<file path="src/rtl/tach_rb_pkg.sv">
package tach_rb_pkg;

   typedef enum logic [2:0] {
      ACC_NONE   = 3'd0,
      ACC_RES_LO = 3'd1,
      ACC_RES_HI = 3'd2,
      ACC_LIM_LO = 3'd3,
      ACC_LIM_HI = 3'd4,
      ACC_STAT   = 3'd5,
      ACC_MASK   = 3'd6
   } acc_t;

endpackage

</file>
<file path="src/rtl/tach_addr_dec.sv">
module tach_addr_dec
   import tach_rb_pkg::*;
#(
   parameter int NCH       = 4,
   parameter int AW        = 8,
   parameter int RES_BASE  = 'h28,
   parameter int LIM_BASE  = 'h54,
   parameter int STAT_ADDR = 'h42,
   parameter int MASK_ADDR = 'h74,
   localparam int CW       = $clog2(NCH)
) (
   input  logic [AW-1:0] addr,
   output acc_t          kind,
   output logic [CW-1:0] ch
);

   always_comb begin
      kind = ACC_NONE;
      ch   = '0;
      if (addr == AW'(STAT_ADDR)) kind = ACC_STAT;
      if (addr == AW'(MASK_ADDR)) kind = ACC_MASK;
      for (int i = 0; i < NCH; i++) begin
         if (addr == AW'(RES_BASE + 2*i)) begin
            kind = ACC_RES_LO; ch = CW'(i);
         end
         if (addr == AW'(RES_BASE + 2*i + 1)) begin
            kind = ACC_RES_HI; ch = CW'(i);
         end
         if (addr == AW'(LIM_BASE + 2*i)) begin
            kind = ACC_LIM_LO; ch = CW'(i);
         end
         if (addr == AW'(LIM_BASE + 2*i + 1)) begin
            kind = ACC_LIM_HI; ch = CW'(i);
         end
      end
   end

endmodule

</file>
<file path="src/rtl/tach_chan.sv">
module tach_chan #(
   parameter int DW  = 8,
   localparam int VW = 2*DW
) (
   input  logic          clk,
   input  logic          rst_n,
   input  logic          done,
   input  logic [VW-1:0] res,
   input  logic          rd_lo,
   input  logic          rd_hi,
   input  logic [VW-1:0] lim,
   output logic [VW-1:0] vis,
   output logic          locked,
   output logic          armed,
   output logic          over
);

   logic [VW-1:0] pend_q;
   logic          pend_v;
   logic          unlock;

   assign unlock = rd_hi && locked;
   assign over   = done && armed && (res > lim);

   always_ff @(posedge clk or negedge rst_n) begin
      if (!rst_n) begin
         locked <= 1'b1;
         armed  <= 1'b0;
      end else if (rd_lo) begin
         locked <= 1'b1;
      end else if (rd_hi) begin
         locked <= 1'b0;
         armed  <= 1'b1;
      end
   end

   always_ff @(posedge clk or negedge rst_n) begin
      if (!rst_n) begin
         vis    <= '0;
         pend_q <= '0;
         pend_v <= 1'b0;
      end else if (unlock) begin
         if (done)        vis <= res;
         else if (pend_v) vis <= pend_q;
         pend_v <= 1'b0;
      end else if (done) begin
         if (!locked && !rd_lo) begin
            vis <= res;
         end else begin
            pend_q <= res;
            pend_v <= 1'b1;
         end
      end
   end

endmodule

</file>
<file path="src/rtl/tach_coherent_rb.sv">
module tach_coherent_rb
   import tach_rb_pkg::*;
#(
   parameter int NCH       = 4,
   parameter int DW        = 8,
   parameter int AW        = 8,
   parameter int RES_BASE  = 'h28,
   parameter int LIM_BASE  = 'h54,
   parameter int STAT_ADDR = 'h42,
   parameter int MASK_ADDR = 'h74,
   localparam int VW       = 2*DW,
   localparam int CW       = $clog2(NCH)
) (
   input  logic              clk,
   input  logic              rst_n,
   input  logic [AW-1:0]     reg_addr,
   input  logic [DW-1:0]     reg_wdata,
   input  logic              reg_we,
   input  logic              reg_re,
   output logic [DW-1:0]     reg_rdata,
   input  logic [NCH*VW-1:0] meas_val,
   input  logic [NCH-1:0]    meas_done,
   output logic [NCH-1:0]    fan_stat,
   output logic              alert_n
);

   if (NCH < 2 || NCH > DW) begin : g_bad_nch
      $error("NCH must lie between 2 and DW");
   end
   if (!(LIM_BASE >= RES_BASE + 2*NCH || RES_BASE >= LIM_BASE + 2*NCH)) begin : g_bad_map
      $error("result and limit windows overlap");
   end
   if (RES_BASE + 2*NCH > (1 << AW) || LIM_BASE + 2*NCH > (1 << AW)) begin : g_bad_aw
      $error("register windows exceed address space");
   end

   acc_t              acc_kind;
   logic [CW-1:0]     acc_ch;
   logic [NCH-1:0]    rd_lo_v, rd_hi_v, locked_v, armed_v, over_v;
   logic [NCH-1:0]    stat_q, mask_q;
   logic [VW-1:0]     lim_q [NCH];
   logic [VW-1:0]     vis_a [NCH];
   logic [NCH*VW-1:0] vis_flat;
   logic              stat_rd;

   tach_addr_dec #(
      .NCH(NCH), .AW(AW), .RES_BASE(RES_BASE), .LIM_BASE(LIM_BASE),
      .STAT_ADDR(STAT_ADDR), .MASK_ADDR(MASK_ADDR)
   ) u_dec (
      .addr (reg_addr),
      .kind (acc_kind),
      .ch   (acc_ch)
   );

   for (genvar i = 0; i < NCH; i++) begin : g_ch
      assign rd_lo_v[i] = reg_re && acc_kind == ACC_RES_LO && acc_ch == CW'(i);
      assign rd_hi_v[i] = reg_re && acc_kind == ACC_RES_HI && acc_ch == CW'(i);
      assign vis_flat[i*VW +: VW] = vis_a[i];

      tach_chan #(.DW(DW)) u_chan (
         .clk    (clk),
         .rst_n  (rst_n),
         .done   (meas_done[i]),
         .res    (meas_val[i*VW +: VW]),
         .rd_lo  (rd_lo_v[i]),
         .rd_hi  (rd_hi_v[i]),
         .lim    (lim_q[i]),
         .vis    (vis_a[i]),
         .locked (locked_v[i]),
         .armed  (armed_v[i]),
         .over   (over_v[i])
      );
   end

   assign stat_rd  = reg_re && acc_kind == ACC_STAT;
   assign fan_stat = stat_q;
   assign alert_n  = ~|(stat_q & ~mask_q);

   always_ff @(posedge clk or negedge rst_n) begin
      if (!rst_n) begin
         for (int i = 0; i < NCH; i++) lim_q[i] <= '1;
         mask_q <= '0;
         stat_q <= '0;
      end else begin
         if (reg_we) begin
            case (acc_kind)
               ACC_LIM_LO: lim_q[acc_ch][DW-1:0]  <= reg_wdata;
               ACC_LIM_HI: lim_q[acc_ch][VW-1:DW] <= reg_wdata;
               ACC_MASK:   mask_q <= reg_wdata[NCH-1:0];
               default: ;
            endcase
         end
         stat_q <= (stat_rd ? '0 : stat_q) | over_v;
      end
   end

   always_ff @(posedge clk or negedge rst_n) begin
      if (!rst_n) begin
         reg_rdata <= '0;
      end else if (reg_re) begin
         case (acc_kind)
            ACC_RES_LO: reg_rdata <= vis_a[acc_ch][DW-1:0];
            ACC_RES_HI: reg_rdata <= vis_a[acc_ch][VW-1:DW];
            ACC_LIM_LO: reg_rdata <= lim_q[acc_ch][DW-1:0];
            ACC_LIM_HI: reg_rdata <= lim_q[acc_ch][VW-1:DW];
            ACC_STAT:   reg_rdata <= DW'(stat_q);
            ACC_MASK:   reg_rdata <= DW'(mask_q);
            default:    reg_rdata <= '0;
         endcase
      end
   end

endmodule

</file>
<file path="config.mk">
export PLATFORM = sky130hd
export DESIGN_NAME = tach_coherent_rb
export DESIGN_NICKNAME = d
export VERILOG_FILES = /design/src/rtl/tach_rb_pkg.sv /design/src/rtl/tach_addr_dec.sv /design/src/rtl/tach_chan.sv /design/src/rtl/tach_coherent_rb.sv
export SDC_FILE = /design/constraint.sdc
export NUM_CORES = 1
export LEC_CHECK = 0
export ABC_AREA = 1
export BUFFER_PORTS_ARGS = -buffer_cell sky130_fd_sc_hd__buf_2
export CAP_MARGIN = 20
export CORE_MARGIN = 2
export CORE_UTILIZATION = 35
export CTS_CLUSTER_SIZE = 25
export DETAILED_ROUTE_END_ITERATION = 6
export PLACE_DENSITY = 0.48
export SLEW_MARGIN = 15
export SYNTH_ARGS = -nofsm -noshare
export SYNTH_HDL_FRONTEND = slang
export SYNTH_HIERARCHICAL = 1
export SYNTH_SLANG_ARGS = --single-unit
</file>
<file path="constraint.sdc">
create_clock -name clk -period 3.2 [get_ports clk]
set_input_delay 0.16 -clock clk [delete_from_list [all_inputs] [get_ports clk]]
set_output_delay 0.16 -clock clk [all_outputs]
set_load 0.1 [all_outputs]
</file>
==> results.sh, run 1 <==
export IMPL_cts_root_buffer="clkbuf_16"
export IMPL_whs_ns=0.0778
export IMPL_crit_family="simple AND/OR/NAND/NOR gates"
export IMPL_grtUsageMet1_pct=32.7
export IMPL_fin_tns_setup_ns=0
export IMPL_slew_headroom_pct=56.9
export IMPL_synth_top_area_cell="dfrtp_1"
export IMPL_drt_pass1_iter_count=5
export IMPL_first_iter_violations=721
export IMPL_ys_top_cells_by_count="535 x nand2_1, 178 x inv_1, 176 x nor2_1"
export IMPL_post_route_min_period_ns=2.37
export IMPL_max_stage_delay_ns=0.32
export IMPL_ctsHtreeMaxLevel=1
export IMPL_fin_ws_ns=0.832
export IMPL_routed_wl_um=39500
export IMPL_grt_pass1_wl_um=61900
export IMPL_synth_cell_types=36
export IMPL_crit_required_ns=3.61
export IMPL_syn_nets=1824
export IMPL_n_fill_cell=3715
export IMPL_critPathSlowestCell="nor2_1"
export IMPL_die_width_um=194
export IMPL_cap_viol_max_count=0
export IMPL_multi_input_area_um2=5920
export IMPL_ys_top_cells_by_area="dfrtp_1 30%, nand2_1 16%, dfstp_2 14%, ha_1 6.3%, inv_1 5.3%"
export IMPL_hpwl_um=30200
export IMPL_endpoint_kind="flip-flop"
export IMPL_fp_dieArea_um2=37800
export IMPL_cts_tree="done"
export IMPL_grt_pass1_vias=10500
export IMPL_path_cells="buf_2 -> inv_1 -> nand2_1 -> nor2_1 -> nand2_1 -> nand3_1 -> nor2_1 -> nand4_1 -> inv_1 -> nand2_1 -> nor2_1 -> nand2_1 -> nor2_1 -> nand2_2 -> or2_1 -> buf_4 -> o21ai_0 -> a21oi_1"
export IMPL_skew_ns=0.0178
export IMPL_clock_fmax_mhz=422
export IMPL_rsz0062_at_grt="no"
export IMPL_grt_overflow=0
export IMPL_num_nets_final=1981
export IMPL_worstMarginPinSlew_ns=0.646
export IMPL_wl_per_cell_um=17.1
export IMPL_path_buf_inv=4
export IMPL_grt_max_degree=75
export IMPL_synthArstFlopShare_pct=100
export IMPL_cp_start_kind="input port"
export IMPL_cp_depth=18
export IMPL_worst_ir_drop_vdd_v=0.000393
export IMPL_use_met2_pct=32.1
export IMPL_register_area_um2=5590
export IMPL_r2r_cells=9
export IMPL_netlist_area_um2=12700
export IMPL_yosys_cell_count_top_type="nand2_1"
export IMPL_post_route_period_util_pct=74.0
export IMPL_cts_max_path_buffers=3
export IMPL_postCtsResizedCells=0
export IMPL_drcViolationCount=0
export IMPL_path_class="input port to flip-flop"
export IMPL_ys_warn_count=6
export IMPL_synth_area_per_cell_um2=7.59
export IMPL_yosysSeqAreaShare_pct=44.0
export IMPL_port_buffers=100
export IMPL_io_pins=101
export IMPL_met3_usage_pct=2.55
export IMPL_postSynthCellCount=1672
export IMPL_grt_busiest_layer="met1"
export IMPL_synth_edf_count=0
export IMPL_outcome="complete, no violations"
export IMPL_hold_violations=0
export IMPL_ys_ff_latch=220
export IMPL_p_per_area_nw_per_um2=541
export IMPL_die_h_um=194
export IMPL_syn_to_final_growth_pct=18.9
export IMPL_routabilityCongestion=0.936
export IMPL_initial_core_util_pct=35.6
export IMPL_min_path_type="input port to flip-flop"
export IMPL_clk_pin_slew_worst_paths_ns=0.06
export IMPL_clkSinkCount=220
export IMPL_critical_path_arrival_ns=2.77
export IMPL_finalPower_mw=8.18
export IMPL_path_max_fanout=32
export IMPL_grt_usage_pct=21.2
export IMPL_setup_violations=0
export IMPL_drtAntennaViolNets=0
export IMPL_vias=10900
export IMPL_antenna_cells=0
export IMPL_placementRows=69
export IMPL_regToRegSetupSlack_ns=1.14
export IMPL_netlist_area_leader_share_pct=30.0
export IMPL_synth_ff_type="dfrtp_1"
export IMPL_core_um2=35700
export IMPL_drive_above_1_share_pct=16.1
export IMPL_avgViaCountPerCell=4.70
export IMPL_whs_path_depth=3
export IMPL_cts_made_buffers=27
export IMPL_antenna_found_initial=0
export IMPL_leakage_nw=7.33
export IMPL_insertion_delay_ns=0.55
export IMPL_slew_viol_final=0
export IMPL_dp_worst_setup_slack_ns=0.226
-- cell usage in the layout (no fill, tap or decap), types with 3 or more instances in the layout --
cell / count
nand4_1: 15
or2_1: 4
buf_4: 27
nand2_2: 13
o21ai_0: 102
a21o_2: 4
clkbuf_16: 27
clkbuf_8: 3
a31oi_1: 4
nand2_4: 4
clkbuf_1: 11
o21ai_1: 14
inv_1: 178
a21oi_2: 12
nor2_1: 176
nor2_2: 3
a21o_1: 4
clkinv_2: 4
nand3_1: 40
dfrtp_1: 152
o21bai_1: 12
buf_12: 3
inv_2: 13
a21oi_1: 128
dfstp_2: 68
buf_2: 99
nand2_1: 534
nor2_4: 6
dlygate4sd3_1: 66
ha_1: 64
o21a_1: 44
-- power breakdown --
group          switching [mW]  internal (mW)  leakage (nW)
registers               0.359           3.26          2.53
logic                   0.987          0.571          4.38
clock network            1.21           1.79         0.417
total                    2.55           5.62          7.33
-- sequential cells by signal, indices dropped and copies added (netlist names) --
signal,cells
g_ch.u_chan/locked,4
reg_rdata,8
fan_stat,4
g_ch.u_chan/vis,64
g_ch.u_chan/pend_q,64
g_ch.u_chan/pend_v,4
g_ch.u_chan/armed,4
lim_q,64
mask_q,4
-- routing by layer --
metal | routed length (um) | part of all wire [%]
met1 | 20500 | 52
met3 | 1720 | 4.3
met4 | 499 | 1.3
met5 | 0 | 0
met2 | 16900 | 43
-- per-stage QoR --
stage                     cell area (um2)  utilization (%)  std cells
after CTS                           15100             42.3       2311
after global routing                15100             42.3       2311
final                               15100             42.3       2311
after global placement              13600             38.1       2195
after floorplan                     12700                -       1672
after detailed placement            13600             38.1       2195
-- tightest hold or removal path, stage by stage --
cell and delay [ns]:
buf_2 0.12, nand2_1 0.19, o21ai_0 0.11
-- repair_timing --
action | CTS | global route
setup buffers | 0 | 0
hold buffers | 66 | 0
endpoints found under the hold margin | 179 | 0
endpoints found under the setup margin | 0 | 0
-- cell type report --
type                            instances  share of cell area (%)
Clock inverter                          9                   0.663
Inverter                              192                    4.79
Clock buffer                           41                    5.02
Sequential cell                       220                    37.0
Multi-Input combinational cell       1192                    39.2
Tap cell                              461                    3.82
Timing Repair Buffer                  196                    9.50
-- worst paths after layout --
kind / start / endpoint
setup / recovery: reg_addr[0] / g_ch[0].u_chan/vis[14]$_DFFE_PN0P_
hold / removal: reg_we / mask_q[1]$_DFFE_PN0P_
setup reg to reg: lim_q[31]$_DFFE_PN1P_ / fan_stat[2]$_DFF_PN0_
hold reg to reg: g_ch[0].u_chan/armed$_DFFE_PN0P_ / g_ch[0].u_chan/armed$_DFFE_PN0P_
max in group asynchronous: rst_n / lim_q[40]$_DFFE_PN1P_
min in group asynchronous: rst_n / g_ch[0].u_chan/pend_q[9]$_DFFE_PN0P_
-- cells by family after synthesis --
logic type	synth area share, %
AOI/OAI and AO/OA	14.4
adders and majority gates	6.31
buffers and inverters	9.52
DFF	44.0
and+or+nand+nor	25.7
(Power assumes the default switching activity.)
==> run 2, diff against run 1 <==
Clock period 3.2 ns to 2.3 ns, I/O delays scaled along.
==> run 2 against run 1 <==
  * Die area is the same
  * Cell count rose by 2.0%
  * Via count increased by 4.1%
  * Final area rose by 3.9%
  * Sequential share of layout area is 1.4 points lower
  * Total power rose by 43%
  * Global-route usage increased by 0.25 points
  * Register-to-register slack worse by 0.79 ns
  * Critical path depth rose by 1
  * First-iteration DRC count grew 17%
  * Largest power group unchanged
==> results.sh, run 2 (synthesized netlist as in run 1, its figures left out) <==
export IMPL_outcome="complete, no violations"
export IMPL_min_path_type="input port to flip-flop"
export IMPL_cap_viol_max_count=0
export IMPL_sequentialPowerShare_pct=44.0
export IMPL_placementRows=69
export IMPL_grt_max_degree=58
export IMPL_r2r_start="lim_q[7]$_DFFE_PN1P_"
export IMPL_skew_ns=0.0222
export IMPL_grt_overflow=0
export IMPL_io_pins=101
export IMPL_slew_viol_final=0
export IMPL_cp_endpoint="g_ch[2].u_chan/pend_q[4]$_DFFE_PN0P_"
export IMPL_crit_top_cell="nand2_1"
export IMPL_grt_pass1_vias=10800
export IMPL_drive_above_1_share_pct=18.4
export IMPL_fp_dieArea_um2=37800
export IMPL_cp_start_kind="input port"
export IMPL_die_width_um=194
export IMPL_cp_startpoint="reg_addr[5]"
export IMPL_leakage_nw=7.63
export IMPL_critical_path_arrival_ns=2.45
export IMPL_clock_fmax_mhz=494
export IMPL_p_int_mw=8.15
export IMPL_ctsHtreeMaxLevel=1
export IMPL_grt_usage_pct=21.4
export IMPL_routabilityCongestion=0.950
export IMPL_endpoint_kind="flip-flop"
export IMPL_clk_pin_slew_worst_paths_ns=0.06
export IMPL_path_class="input port to flip-flop"
export IMPL_slew_headroom_pct=57.1
export IMPL_cts_root_buffer="clkbuf_16"
export IMPL_wl_per_cell_um=17.0
export IMPL_core_um2=35700
export IMPL_crit_required_ns=2.73
export IMPL_cts_max_path_buffers=3
export IMPL_r2r_cells=9
export IMPL_whs_ns=0.0916
export IMPL_drtAntennaViolNets=0
export IMPL_final_core_util_pct=44.0
export IMPL_antenna_cells=0
export IMPL_dp_cells=2242
export IMPL_reg_largest_list="g_ch.u_chan/pend_q x64, g_ch.u_chan/vis x64, lim_q x64"
export IMPL_critPathSlowestCell="buf_4"
export IMPL_insertion_delay_ns=0.55
export IMPL_clkSinkCount=220
export IMPL_syn_to_final_growth_pct=23.6
export IMPL_first_iter_violations=842
export IMPL_num_nets_final=2028
export IMPL_worstMarginPinSlew_ns=0.642
export IMPL_pwr_share_comb_pct=18.2
export IMPL_max_stage_delay_ns=0.23
export IMPL_regToRegSetupSlack_ns=0.35
export IMPL_post_cts_setup_buffer_count=0
export IMPL_worst_ir_drop_vdd_v=0.000556
export IMPL_p_clk_share_pct=37.8
export IMPL_grt_pass1_wl_um=62800
export IMPL_drt_pass1_iter_count=6
export IMPL_post_route_period_util_pct=88.1
export IMPL_finalPower_mw=11.7
export IMPL_rr_endpoint="fan_stat[3]$_DFF_PN0_"
export IMPL_hpwl_um=30900
export IMPL_rsz0062_at_grt="yes"
export IMPL_cts_made_buffers=26
export IMPL_path_cells="buf_2 -> inv_1 -> nand2_1 -> nor2_4 -> inv_2 -> nor2_2 -> nor2_1 -> nand4_1 -> nand2_1 -> nor2_2 -> nand2_1 -> buf_4 -> nor2_1 -> inv_1 -> nand2_1 -> nand3_1 -> buf_4 -> nor2_1 -> a21oi_1"
export IMPL_final_common_cell="nand2_1"
export IMPL_hold_violations=0
export IMPL_switching_power_mw=3.55
export IMPL_most_common_layout_cells="534 x nand2_1, 178 x inv_1, 170 x nor2_1, 152 x dfrtp_1, 128 x a21oi_1"
export IMPL_instances_no_fill=2357
export IMPL_antenna_found_initial=1
export IMPL_path_max_fanout=14
export IMPL_cts_tree="done"
export IMPL_port_buffers=100
export IMPL_avgViaCountPerCell=4.80
export IMPL_die_h_um=194
export IMPL_post_route_min_period_ns=2.03
export IMPL_vias=11300
export IMPL_drcViolationCount=0
export IMPL_p_per_area_nw_per_um2=746
export IMPL_switching_share_pct=30.4
export IMPL_routed_wl_um=40200
export IMPL_setup_violations=0
export IMPL_initial_core_util_pct=35.6
## run 2: cell count changes in the layout (fill, tap and decap cells not counted), moves of 2 or more
cell,change
bufinv_16,+2
buf_4,+34
buf_12,+12
nor2_1,-6
nor2_2,+5
clkinv_2,-3
## run 2: timing repair
item | CTS | global route
hold buffers | 67 | 0
hold endpoints to repair | 249 | 0
endpoints found under the setup margin | 0 | 40
resized for setup | 0 | 5
## run 2: critical path, delay by kind of cell
family,cells,cell delay [ns]
compound gates,1,0.05
buf+inv,6,0.69
simple gates,12,1.59
## run 2: through the flow
stage          instance area [um2]  TNS (ns)  worst slack, ns
6_report                     15700         0            0.274
5_1_grt                      15700   -0.0564          -0.0228
4_1_cts                      15700         0            0.175
3_5_place_dp                 14100    -33.43           -0.408
3_3_place_gp                 14100    -28.48           -0.359
2_1_floorplan                12700    -0.878          -0.0275
## run 2: worst min-delay path by stage
stage / from / to / slack, ns / depth (start not counted)
finish: reg_re / reg_rdata[6]$_DFFE_PN0P_ / 0.09 / 4
CTS: reg_re / reg_rdata[6]$_DFFE_PN0P_ / 0.07 / 4
floorplan: rst_n / fan_stat[0]$_DFF_PN0_ / -0.18 / 0
global route: reg_wdata[7] / lim_q[39]$_DFFE_PN1P_ / 0.10 / 3
detailed placement: rst_n / g_ch[0].u_chan/vis[1]$_DFFE_PN0P_ / 0.1 / 1
global placement: rst_n / g_ch[0].u_chan/vis[2]$_DFFE_PN0P_ / 0.1 / 1
## run 2: power groups by stage
| stage | clock network, mW | logic, mW | registers, mW |
|---|---|---|---|
| 6_report | 4.43 | 2.13 | 5.15 |
| 5_1_grt | 4.71 | 2.43 | 5.21 |
| 4_1_cts | 4.56 | 2.15 | 5.14 |
| 3_5_place_dp | 0 | 2.05 | 5.18 |
| 3_3_place_gp | 0 | 2.01 | 5.19 |
| 2_1_floorplan | 0 | 1.29 | 4.93 |
## run 2: area by class of cell
type                    count  area (um2)
well taps                 461         577
flip-flops and latches    220        5590
clock inverters             6         134
clock buffers              42         783
repair buffers            244        1950
inverters                 192         723
fillers                  3629       20000
multi-input cells        1192        5940
## run 2: per-layer routing
| metal | part of all wire (%) | GRT usage (%) | wire (um) |
|---|---|---|---|
| met5 | 0.032 | 0 | 13 |
| met2 | 42 | 31.8 | 16800 |
| met3 | 4.9 | 3.16 | 1960 |
| met1 | 51 | 32.4 | 20300 |
| met4 | 2.7 | 5.61 | 1080 |
==> run 3, diff against run 2 <==
Settings changed: CTS_BUF_LIST set to sky130_fd_sc_hd__clkbuf_8.
==> run 3 against run 2 <==
  * Maximum frequency barely moved
  * Final area fell by 0.76%
  * Sequential share of layout area rose by 0.27 points
  * Core utilization fell by 0.33 points
  * Wire length rose by 0.89%
  * First-iteration DRC count fell by 8.7%
  * Die area did not move
  * Hold slack got worse by 0.012 ns
  * Critical endpoint is now g_ch[0].u_chan/vis[12]$_DFFE_PN0P_
==> results.sh, run 3 (synthesized netlist as in run 1, its figures left out) <==
export IMPL_met3_usage_pct=3.56
export IMPL_clock_fmax_mhz=493
export IMPL_cap_viol_max_count=0
export IMPL_fp_dieArea_um2=37800
export IMPL_grt_pass1_vias=11000
export IMPL_drcViolationCount=0
export IMPL_num_nets_final=2043
export IMPL_slew_viol_final=0
export IMPL_antenna_found_initial=1
export IMPL_grt_overflow=0
export IMPL_port_buffers=100
export IMPL_setup_violations=0
export IMPL_skew_ns=0.0201
export IMPL_multi_input_area_um2=5940
export IMPL_drive_above_1_share_pct=19.3
export IMPL_path_buf_inv=4
export IMPL_most_common_layout_cells="534 x nand2_1, 194 x inv_1, 170 x nor2_1, 152 x dfrtp_1, 128 x a21oi_1"
export IMPL_drt_pass1_iter_count=6
export IMPL_reg_largest_list="g_ch.u_chan/pend_q x64, g_ch.u_chan/vis x64, lim_q x64"
export IMPL_min_path_type="input port to flip-flop"
export IMPL_outcome="complete, no violations"
export IMPL_initial_core_util_pct=35.6
export IMPL_slew_headroom_pct=56.9
export IMPL_ctsHtreeMaxLevel=2
export IMPL_path_max_fanout=32
export IMPL_first_iter_violations=769
export IMPL_cp_start_kind="input port"
export IMPL_syn_to_final_growth_pct=22.7
export IMPL_worstMarginPinSlew_ns=0.646
export IMPL_avgViaCountPerCell=4.79
export IMPL_hpwl_um=30900
export IMPL_hold_violations=0
export IMPL_core_um2=35700
export IMPL_wl_per_cell_um=17.0
export IMPL_cts_root_buffer="clkbuf_8"
export IMPL_grt_pass1_wl_um=63400
export IMPL_grt_max_degree=58
export IMPL_fin_ws_ns=0.273
export IMPL_routabilityCongestion=0.950
export IMPL_critical_path_arrival_ns=2.46
export IMPL_routed_wl_um=40500
export IMPL_antenna_cells=0
export IMPL_crit_required_ns=2.73
export IMPL_die_width_um=194
export IMPL_grt_usage_pct=21.7
export IMPL_path_cells="buf_2 -> inv_1 -> nand2_1 -> nor2_4 -> nand3_1 -> nand2_1 -> nor2_1 -> nand3_1 -> nand2_1 -> nor2_4 -> nand2_1 -> buf_4 -> nor2_2 -> nand2_2 -> or2_1 -> buf_12 -> o21ai_0 -> a21oi_1"
export IMPL_use_met2_pct=32.0
export IMPL_cts_tree="done"
export IMPL_path_class="input port to flip-flop"
export IMPL_grt_busiest_layer="met1"
export IMPL_critPathSlowestCell="or2_1"
export IMPL_die_h_um=194
export IMPL_n_fill_cell=3676
export IMPL_post_cts_setup_buffer_count=0
export IMPL_fin_area_um2=15600
export IMPL_max_stage_delay_ns=0.24
export IMPL_final_core_util_pct=43.7
export IMPL_clk_pin_slew_worst_paths_ns=0.06
export IMPL_endpoint_kind="flip-flop"
export IMPL_dpl_cell_area_um2=14100
export IMPL_worst_ir_drop_vdd_v=0.000435
export IMPL_post_route_period_util_pct=88.1
export IMPL_finalPower_mw=11.0
export IMPL_vias=11400
export IMPL_clkSinkCount=220
export IMPL_cts_made_buffers=41
export IMPL_crit_top_cell="nand2_1"
export IMPL_dp_worst_setup_slack_ns=-0.408
export IMPL_insertion_delay_ns=0.56
export IMPL_p_per_area_nw_per_um2=706
export IMPL_io_pins=101
export IMPL_drtAntennaViolNets=0
export IMPL_final_common_cell="nand2_1"
export IMPL_leakage_nw=7.66
export IMPL_post_route_min_period_ns=2.03
export IMPL_crit_family="simple AND/OR/NAND/NOR gates"
export IMPL_register_area_um2=5590
export IMPL_placementRows=69
export IMPL_cts_max_path_buffers=3
export IMPL_grtUsageMet1_pct=32.3
==> run 3: cell count changes in the layout (fill, tap and decap cells not counted), moves of 2 or more <==
cell | previous run | this run
clkbuf_8 | 3 | 51
clkinvlp_4 | 0 | 2
inv_1 | 178 | 194
bufinv_16 | 4 | 0
clkbuf_1 | 11 | 0
clkinv_2 | 1 | 5
clkbuf_16 | 28 | 0
==> run 3: path summary, 6_finish.rpt <==
check,to,start,slack [ns],cells after the start
worst max-delay path,g_ch[0].u_chan/vis[12]$_DFFE_PN0P_,reg_addr[5],0.27,18
worst max register to register,fan_stat[3]$_DFF_PN0_,lim_q[7]$_DFFE_PN1P_,0.37,9
min in group asynchronous,reg_rdata[1]$_DFFE_PN0P_,rst_n,0.10,2
max in group asynchronous,lim_q[14]$_DFFE_PN1P_,rst_n,1.44,3
worst min register to register,g_ch[0].u_chan/armed$_DFFE_PN0P_,g_ch[0].u_chan/armed$_DFFE_PN0P_,0.46,1
worst min-delay path,fan_stat[1]$_DFF_PN0_,meas_done[1],0.08,5
==> run 3: repair_timing <==
item,CTS,global route
hold buffers,67,0
endpoints found under the hold margin,286,0
gates resized for setup,0,4
setup endpoints to repair,0,23
==> run 3: power breakdown <==
part / leakage [nW] / internal (mW) / switching (mW)
Sequential: 2.53 / 4.54 / 0.604
Clock: 0.472 / 2.00 / 1.72
Combinational: 4.66 / 0.842 / 1.29
==> run 3: final cells by class <==
type	instances	share of cell area, %
Inverter	192	4.64
Multi-Input combinational cell	1192	38.1
Timing Repair Buffer	244	12.5
Sequential cell	220	35.9
Clock buffer	51	4.51
Tap cell	461	3.70
Clock inverter	23	0.643
==> run 3: per-stage QoR <==
step | TNS [ns] | instances | hold slack, ns
2_1_floorplan | -0.878 | 1672 | -0.181
3_3_place_gp | -28.48 | 2242 | 0.0976
3_5_place_dp | -33.43 | 2242 | 0.0971
4_1_cts | 0 | 2383 | 0.0331
5_1_grt | -0.00373 | 2383 | 0.0886
6_report | 0 | 2383 | 0.0796
==> run 3: per-layer routing <==
layer	up-vias	share of wire [%]	wire, um
met1	5300	50	20400
met5	-	0.032	13
li1	5752	-	-
met3	67	5.1	2050
met2	303	42	16900
met4	2	2.7	1080
==> run 3: worst register-to-register path: cells and delay by family, from the launching register on <==
kind / cells / cell delay [ns]
buffers and inverters: 2 / 0.23
adder cells (fa/ha/maj): 1 / 0.29
AND/OR/NAND/NOR: 3 / 0.38
flip-flops: 1 / 0.58
AO/OA/AOI/OAI: 3 / 0.35
